File: src/rtl/alu16_pkg.sv
package alu16_pkg;

    localparam int DATA_W = 16;
    localparam int SEL_W  = 3;
    localparam int BYTE_W = 8;

    typedef enum logic [SEL_W-1:0] {
        OP_ADD  = 3'd0,
        OP_SUB  = 3'd1,
        OP_SLT  = 3'd2,
        OP_OR   = 3'd3,
        OP_AND  = 3'd4,
        OP_XOR  = 3'd5,
        OP_LUI  = 3'd6,
        OP_NONE = 3'd7
    } alu_op_e;

endpackage

File: src/rtl/alu16_addsub.sv
module alu16_addsub #(
    parameter int W = 16
) (
    input  logic [W-1:0] a,
    input  logic [W-1:0] b,
    input  logic         sub,
    output logic [W-1:0] sum,
    output logic         ovf
);
    logic [W:0]   carry;
    logic [W-1:0] b_eff;

    assign carry[0] = sub;

    for (genvar i = 0; i < W; i++) begin : g_bit
        assign b_eff[i]   = b[i] ^ sub;
        assign sum[i]     = a[i] ^ b_eff[i] ^ carry[i];
        assign carry[i+1] = (a[i] & b_eff[i]) | (carry[i] & (a[i] ^ b_eff[i]));
    end

    // signed overflow: carry into MSB differs from carry out of it
    assign ovf = carry[W] ^ carry[W-1];
endmodule

File: src/rtl/alu16_logic.sv
module alu16_logic #(
    parameter int W = 16
) (
    input  logic [W-1:0] a,
    input  logic [W-1:0] b,
    output logic [W-1:0] y_or,
    output logic [W-1:0] y_and,
    output logic [W-1:0] y_xor
);
    assign y_or  = a | b;
    assign y_and = a & b;
    assign y_xor = a ^ b;
endmodule

File: src/rtl/alu16_cmp.sv
module alu16_cmp #(
    parameter int W = 16
) (
    input  logic [W-1:0] a,
    input  logic [W-1:0] b,
    input  logic         diff_msb,
    input  logic         diff_ovf,
    output logic         eq,
    output logic         lt
);
    // equality from a direct XOR-reduce, independent of the adder
    assign eq = ~|(a ^ b);
    // signed less-than: sign of difference, corrected on overflow
    assign lt = diff_msb ^ diff_ovf;
endmodule

File: src/rtl/alu16_core.sv
module alu16_core
    import alu16_pkg::*;
#(
    parameter int W  = DATA_W,
    parameter int BW = BYTE_W
) (
    input  logic [W-1:0]     op_a,
    input  logic [W-1:0]     op_b,
    input  logic [SEL_W-1:0] op_sel,
    output logic [W-1:0]     result,
    output logic             equal
);
    localparam int LOW_W = W - BW;

    alu_op_e     op;
    logic        do_sub;
    logic [W-1:0] sum;
    logic        ovf;
    logic [W-1:0] y_or, y_and, y_xor;
    logic        lt;

    assign op     = alu_op_e'(op_sel);
    assign do_sub = (op == OP_SUB) || (op == OP_SLT);

    alu16_addsub #(.W(W)) u_addsub (
        .a(op_a), .b(op_b), .sub(do_sub), .sum(sum), .ovf(ovf)
    );

    alu16_logic #(.W(W)) u_logic (
        .a(op_a), .b(op_b), .y_or(y_or), .y_and(y_and), .y_xor(y_xor)
    );

    alu16_cmp #(.W(W)) u_cmp (
        .a(op_a), .b(op_b), .diff_msb(sum[W-1]), .diff_ovf(ovf),
        .eq(equal), .lt(lt)
    );

    always_comb begin
        unique case (op)
            OP_ADD,
            OP_SUB:  result = sum;
            OP_SLT:  result = {{(W-1){1'b0}}, lt};
            OP_OR:   result = y_or;
            OP_AND:  result = y_and;
            OP_XOR:  result = y_xor;
            OP_LUI:  result = {op_b[BW-1:0], {LOW_W{1'b0}}};
            OP_NONE: result = '0;
            default: result = '0;
        endcase
    end
endmodule

File: config.mk
export PLATFORM = sky130hd
export DESIGN_NAME = alu16_core
export DESIGN_NICKNAME = d
export VERILOG_FILES = /design/src/rtl/alu16_pkg.sv /design/src/rtl/alu16_addsub.sv /design/src/rtl/alu16_logic.sv /design/src/rtl/alu16_cmp.sv /design/src/rtl/alu16_core.sv
export SDC_FILE = /design/constraint.sdc
export NUM_CORES = 1
export LEC_CHECK = 0
export BUFFER_PORTS_ARGS = -buffer_cell sky130_fd_sc_hd__buf_2
export CELL_PAD_IN_SITES_DETAIL_PLACEMENT = 1
export CELL_PAD_IN_SITES_GLOBAL_PLACEMENT = 1
export CORE_MARGIN = 2
export CORE_UTILIZATION = 36
export DETAILED_ROUTE_END_ITERATION = 8
export PLACE_DENSITY_LB_ADDON = 0.1
export REMOVE_ABC_BUFFERS = 1
export SYNTH_ARGS = -nofsm -noshare
export SYNTH_HDL_FRONTEND = slang
export SYNTH_SLANG_ARGS = --single-unit
export TNS_END_PERCENT = 100
File: constraint.sdc
create_clock -name vclk -period 7.25
set_clock_uncertainty 0.2 [all_clocks]
set_input_delay 0 -clock vclk [all_inputs]
set_output_delay 0 -clock vclk [all_outputs]
set_load 0.03 [all_outputs]
Yosys cells after proc, flatten, opt, wreduce, memory -nomap -nowiden
Cells that the tools add are included.
{ "totals": {"regBits": 0, "inputBits": 35, "out_inout_bits": 17, "word_cells": 114} }
{ "op_classes": {"n_eq_ne": 7, "n_mux": 1, "bitwise": 101, "n_reduce_logical": 5} }
{ "op_table": {"columns": ["cell", "n"], "rows": [
  ["case mux 16 bit (7 select lines)", 1],
  ["bitwise XOR 1 bit", 50],
  ["bitwise AND 1 bit", 32],
  ["bitwise AND 16 bit", 1],
  ["OR 1 bit", 16],
  ["OR 16 bit", 1],
  ["OR reduction 16 bit", 1],
  ["bitwise XOR 16 bit", 1],
  ["equality test 3 bit (second input constant)", 4],
  ["equality test 3 x 2 -> 1 bit (second input constant)", 2],
  ["equality test 3 x 1 -> 1 bit (second input constant)", 1],
  ["zero test 3 bit", 1],
  ["OR reduction 2 bit", 1],
  ["zero test 1 bit", 1],
  ["logical OR 1 bit", 1]
]} }

Depth between registers and ports, before layout
{ "logic_depth": {"depth_word": 39, "ltp_mapped": 24, "mapped_depth_nobuf": 22} }

Modules after synthesis
A second synthesis with hierarchy kept.
{ "hier_totals": {"cells_unflattened": 249, "hier_area_um2": 1955.6} }
{ "by_module_without_submodules": {"columns": ["mod", "instances", "cells_per_inst", "area_each_um2"], "rows": [
  ["alu16_addsub", 1, 65, 603.1],
  ["alu16_core", 1, 82, 585.6],
  ["alu16_logic", 1, 80, 580.6],
  ["alu16_cmp", 1, 22, 186.4]
]} }

Worst setup path after synthesis
Ideal clock, no wire load.
{ "synth_timing": {"path_kind": "input to output", "startpoint": "input port op_sel[0]", "endpoint": "output port result[0]", "arrival_ns": 7.529, "setup_slack_ns": -0.479, "path_stages": 24, "path_buffers": 2, "cell_sequence": "buf_6 -> nand2b_1 -> buf_6 -> a21oi_4 -> mux2_2 -> fa_1 -> inv_1 -> fa_1 -> fa_1 -> fa_1 -> fa_1 -> fa_1 -> fa_1 -> fa_1 -> fa_1 -> fa_1 -> fa_1 -> fa_1 -> fa_1 -> fa_1 -> fa_1 -> or2_2 -> a31oi_1 -> o22ai_1"} }
{ "synth_via": {"elab_chain_cells": 39} }
{ "synth_lines": {"columns": ["element", "line_no", "source"], "rows": [
  ["start: declaration", "alu16_core.sv:9", "input logic [SEL_W-1:0] op_sel,"],
  ["equality test 3 x 1 -> 1 bit or equality test 3 x 2 -> 1 bit (tied branches)", "alu16_core.sv:23, alu16_core.sv:39", null],
  ["logical OR 1 bit", "alu16_core.sv:23", "assign do_sub = (op == OP_SUB) || (op == OP_SLT);"],
  ["bitwise XOR 1 bit", "alu16_addsub.sv:16", "assign b_eff[i] = b[i] ^ sub;"],
  ["bitwise XOR 1 bit", "alu16_addsub.sv:17, alu16_addsub.sv:18", null],
  ["bitwise AND 1 bit", "alu16_addsub.sv:18", "assign carry[i+1] = (a[i] & b_eff[i]) | (carry[i] & (a[i] ^ b_eff[i]));"],
  ["OR 1 bit", "alu16_addsub.sv:18", null],
  ["bitwise AND 1 bit", "alu16_addsub.sv:18", null],
  ["OR 1 bit", "alu16_addsub.sv:18", null],
  ["(+23 left out)", null, null],
  ["OR 1 bit", "alu16_addsub.sv:18", null],
  ["bitwise AND 1 bit", "alu16_addsub.sv:18", null],
  ["OR 1 bit", "alu16_addsub.sv:18", null],
  ["bitwise AND 1 bit", "alu16_addsub.sv:18", null],
  ["OR 1 bit", "alu16_addsub.sv:18", null],
  ["bitwise XOR 1 bit", "alu16_addsub.sv:22", "assign ovf = carry[W] ^ carry[W-1];"],
  ["bitwise XOR 1 bit", "alu16_cmp.sv:14", "assign lt = diff_msb ^ diff_ovf;"],
  ["case mux 16 bit (7 select lines) *", "alu16_core.sv:39", "unique case (op)"],
  ["end: declaration", "alu16_core.sv:10", "output logic [W-1:0] result,"]
]} }
Every way passes the cells marked *; elsewhere a longest branch is shown, timed or not.

Worst setup path after layout
{ "layout_timing": {"startpoint": "input port op_sel[1]", "endpoint": "output port result[0]"} }
Same word-level chain as after synthesis.

==> results.md <==
* Slowest CP cell: fa_2
* Antenna cell count at 0
* Slew HR at 0.630
* Routability cong. at 0.810
* Die Span X at 72.3 um
* Antenna Nets Post-Route at 0
* MaxCap Viol Count at 0
* Row count at 24
* Initial antenna violation count at 0
* First-pass GRT wire length at 8.00 mm
* Lkg Pwr at 0.00108 uW
* Hold Buf Count CTS at 0
* Final instance area at 2100 um2
* Syn avg cell area at 8.75 um2
* RSZ-0062 raised after global routing: no
* Area added between synthesis and finish at 25.2%
* Sequence of cells on the critical path: buf_4 -> nand2b_4 -> a21oi_4 -> mux2_4 -> fa_2 -> inv_2 -> fa_2 -> fa_2 -> fa_2 -> fa_2 -> fa_2 -> fa_2 -> fa_2 -> fa_2 -> fa_2 -> fa_2 -> fa_2 -> fa_2 -> fa_2 -> fa_2 -> or2_4 -> a31oi_1 -> o22ai_1 -> buf_4
* Synth Warn # at 0
* DR pass1 iterations at 4
* Top cells by area, synth: ha_1 (24%), fa_1 (19%), inv_1 (8.3%)
* Final HPWL DP at 3.94 mm
* Worst Setup EP: result[0]
* Total setup buffers inserted after CTS at 0
* Filler cells at 552
* Number of global-route vias before repair at 1611
* Final setup vio count at 0
* Critical Path Start: op_sel[1]
* Tightest Hold Check Type: in2out
* DR WL/cell at 16.5 um
* Initial DRC Count at 63
* Ports at 52
* Final Net Count at 329
* Status: completed
* Cell Area, Placed at 2030 um2
* Worst setup SP type: primary input
* Core ar. at 4410 um2
* Vias at 1572
* VDD IR max at 30.5 uV
* Netlist cell types at 34
* FF+latch area at 0 um2
* Seq/Total Area, Yosys at 0
* Final period util at 0.967
* Top delay family on crit path: adder cells
* CP most frequent cell: fa_2
* Die height at 72.3 um
* Share of Yosys cell area claimed by the top area cell type at 0.238
* Overall power at 192 uW
* Tot GR Track Use at 0.194
* Post-Syn Area at 1680 um2
* DRC at 0
* Number of vias per cell at 5.31
* Setup TNS at 0 ns
* Crit-path max cell delay at 0.39 ns
* Fin. Hold Viols at 0
* Largest net degree at the start of global routing at 33
* Post-Synthesis Cells at 192
* Clk_buf instances at 0
* Pwr Density at 91.5 nW/um2
* Cell count along the critical path at 24
* Die ar. at 5230 um2
* Overflow after GRT at 0
* Slew Limit Fails at 0
* Layout cells sized above 1 at 0.357
* Worst-Margin Slew at 0.553 ns
* Final worst path period need at 7.01 ns
* CP Buf/Inv Count at 3
* # port buffers at 52
* Worst Path Class, Setup: in2out
* Synth area leader: ha_1
* Max Clk Rate at 0.143 GHz
* Crit Path Max Fanout at 4
* Arr. time, crit path at 6.81 ns
* Number of flip-flops and latches at 0
* Critical Path Sink Type: output pin
* WP data required at 7.05 ns
* Starting Density at 0.381
* Final Routed Wirelength at 4.90 mm
==> cells by family (layout without fill, tap and decap cells) <==
family | Yosys count | in the layout | synth area share
buf+inv | 49 | 101 | 0.124
xor+xnor | 15 | 15 | 0.0782
fa+ha+maj | 48 | 48 | 0.429
mux | 14 | 14 | 0.0849
simple gates | 22 | 22 | 0.0819
compound gates | 44 | 44 | 0.202
==> layout make-up <==
class              instances  area [um2]  area share
inverters                 37         139      0.0660
multi-input cells        143        1540       0.731
well taps                 52        65.1      0.0309
repair buffers            64         362       0.172
==> worst min-delay path, stage by stage <==
cell and delay [ns]:
buf_4 0.11, buf_4 0.19, o22ai_1 0.09, buf_4 0.17
==> cell usage in the layout (no fill, tap or decap), drive strengths merged <==
master   count
nor3b        4
nor4         4
mux2         2
a2bb2oi      1
xnor2       15
nand2b       3
a21oi        2
a311oi       2
o2bb2ai      1
o211ai       1
buf         64
and4         1
nand2        3
o21ai        2
ha          32
inv         37
a2bb2o       1
or2          1
nor2         1
and3b        1
mux2i       12
a22oi        1
and3         2
o22ai       12
a31oi        2
o21a         5
o221ai       8
o22a         6
nor2b        2
fa          16
==> per-layer routing <==
| layer | track usage | wire [um] | share of wire |
|---|---|---|---|
| met5 | 0 | 0 | 0 |
| met4 | 0 | 0 | 0 |
| met3 | 0.00417 | 226 | 0.046 |
| met1 | 0.288 | 2330 | 0.48 |
| met2 | 0.334 | 2340 | 0.48 |
==> cell usage after synthesis (2+ instances only) <==
cell      count
inv_1        37
ha_1         32
fa_1         16
xnor2_1      15
mux2i_1      12
o22ai_1      12
o221ai_1      8
clkbuf_1      6
o22a_1        6
o21a_1        5
nor3b_1       4
nor4_1        4
buf_6         3
nand2_1       3
nand2b_1      3
a311oi_1      2
a31oi_1       2
and3_1        2
buf_2         2
mux2_2        2
nor2b_1       2
o21ai_0       2
==> metrics by stage <==
step / worst slack, ns / util / cells / hold WS [ns]
6_report: 0.238 / 0.476 / 296 / 0.365
3_3_place_gp: -0.538 / 0.459 / 296 / 0.352
2_1_floorplan: -0.625 / - / 180 / -0.0148
3_5_place_dp: -0.721 / 0.459 / 296 / 0.359
4_1_cts: 0.00948 / 0.472 / 296 / 0.364
5_1_grt: 0.00629 / 0.476 / 296 / 0.403
==> repair_timing <==
item                       CTS  global route
pin swaps                    2             2
setup endpoints to repair    3             2
gates resized for setup     18             7
gates cloned                 0             0
==> worst min path at each step <==
stage	start	end	slack [ns]	depth (start not counted)
finish	op_sel[1]	result[0]	0.37	4
global route	op_sel[1]	result[0]	0.40	4
CTS	op_sel[1]	result[0]	0.36	4
detailed placement	op_sel[1]	result[0]	0.36	4
global placement	op_sel[1]	result[0]	0.35	4
floorplan	op_sel[1]	result[0]	-0.01	1
==> power by group <==
part / total [uW] / switching (uW) / internal [uW]
clock: 0 / 0 / 0
sequential: 0 / 0 / 0
combinational: 192 / 109 / 83.0
total: 192 / 109 / 83.0
Note: power is estimated with default switching activity, not from simulation.
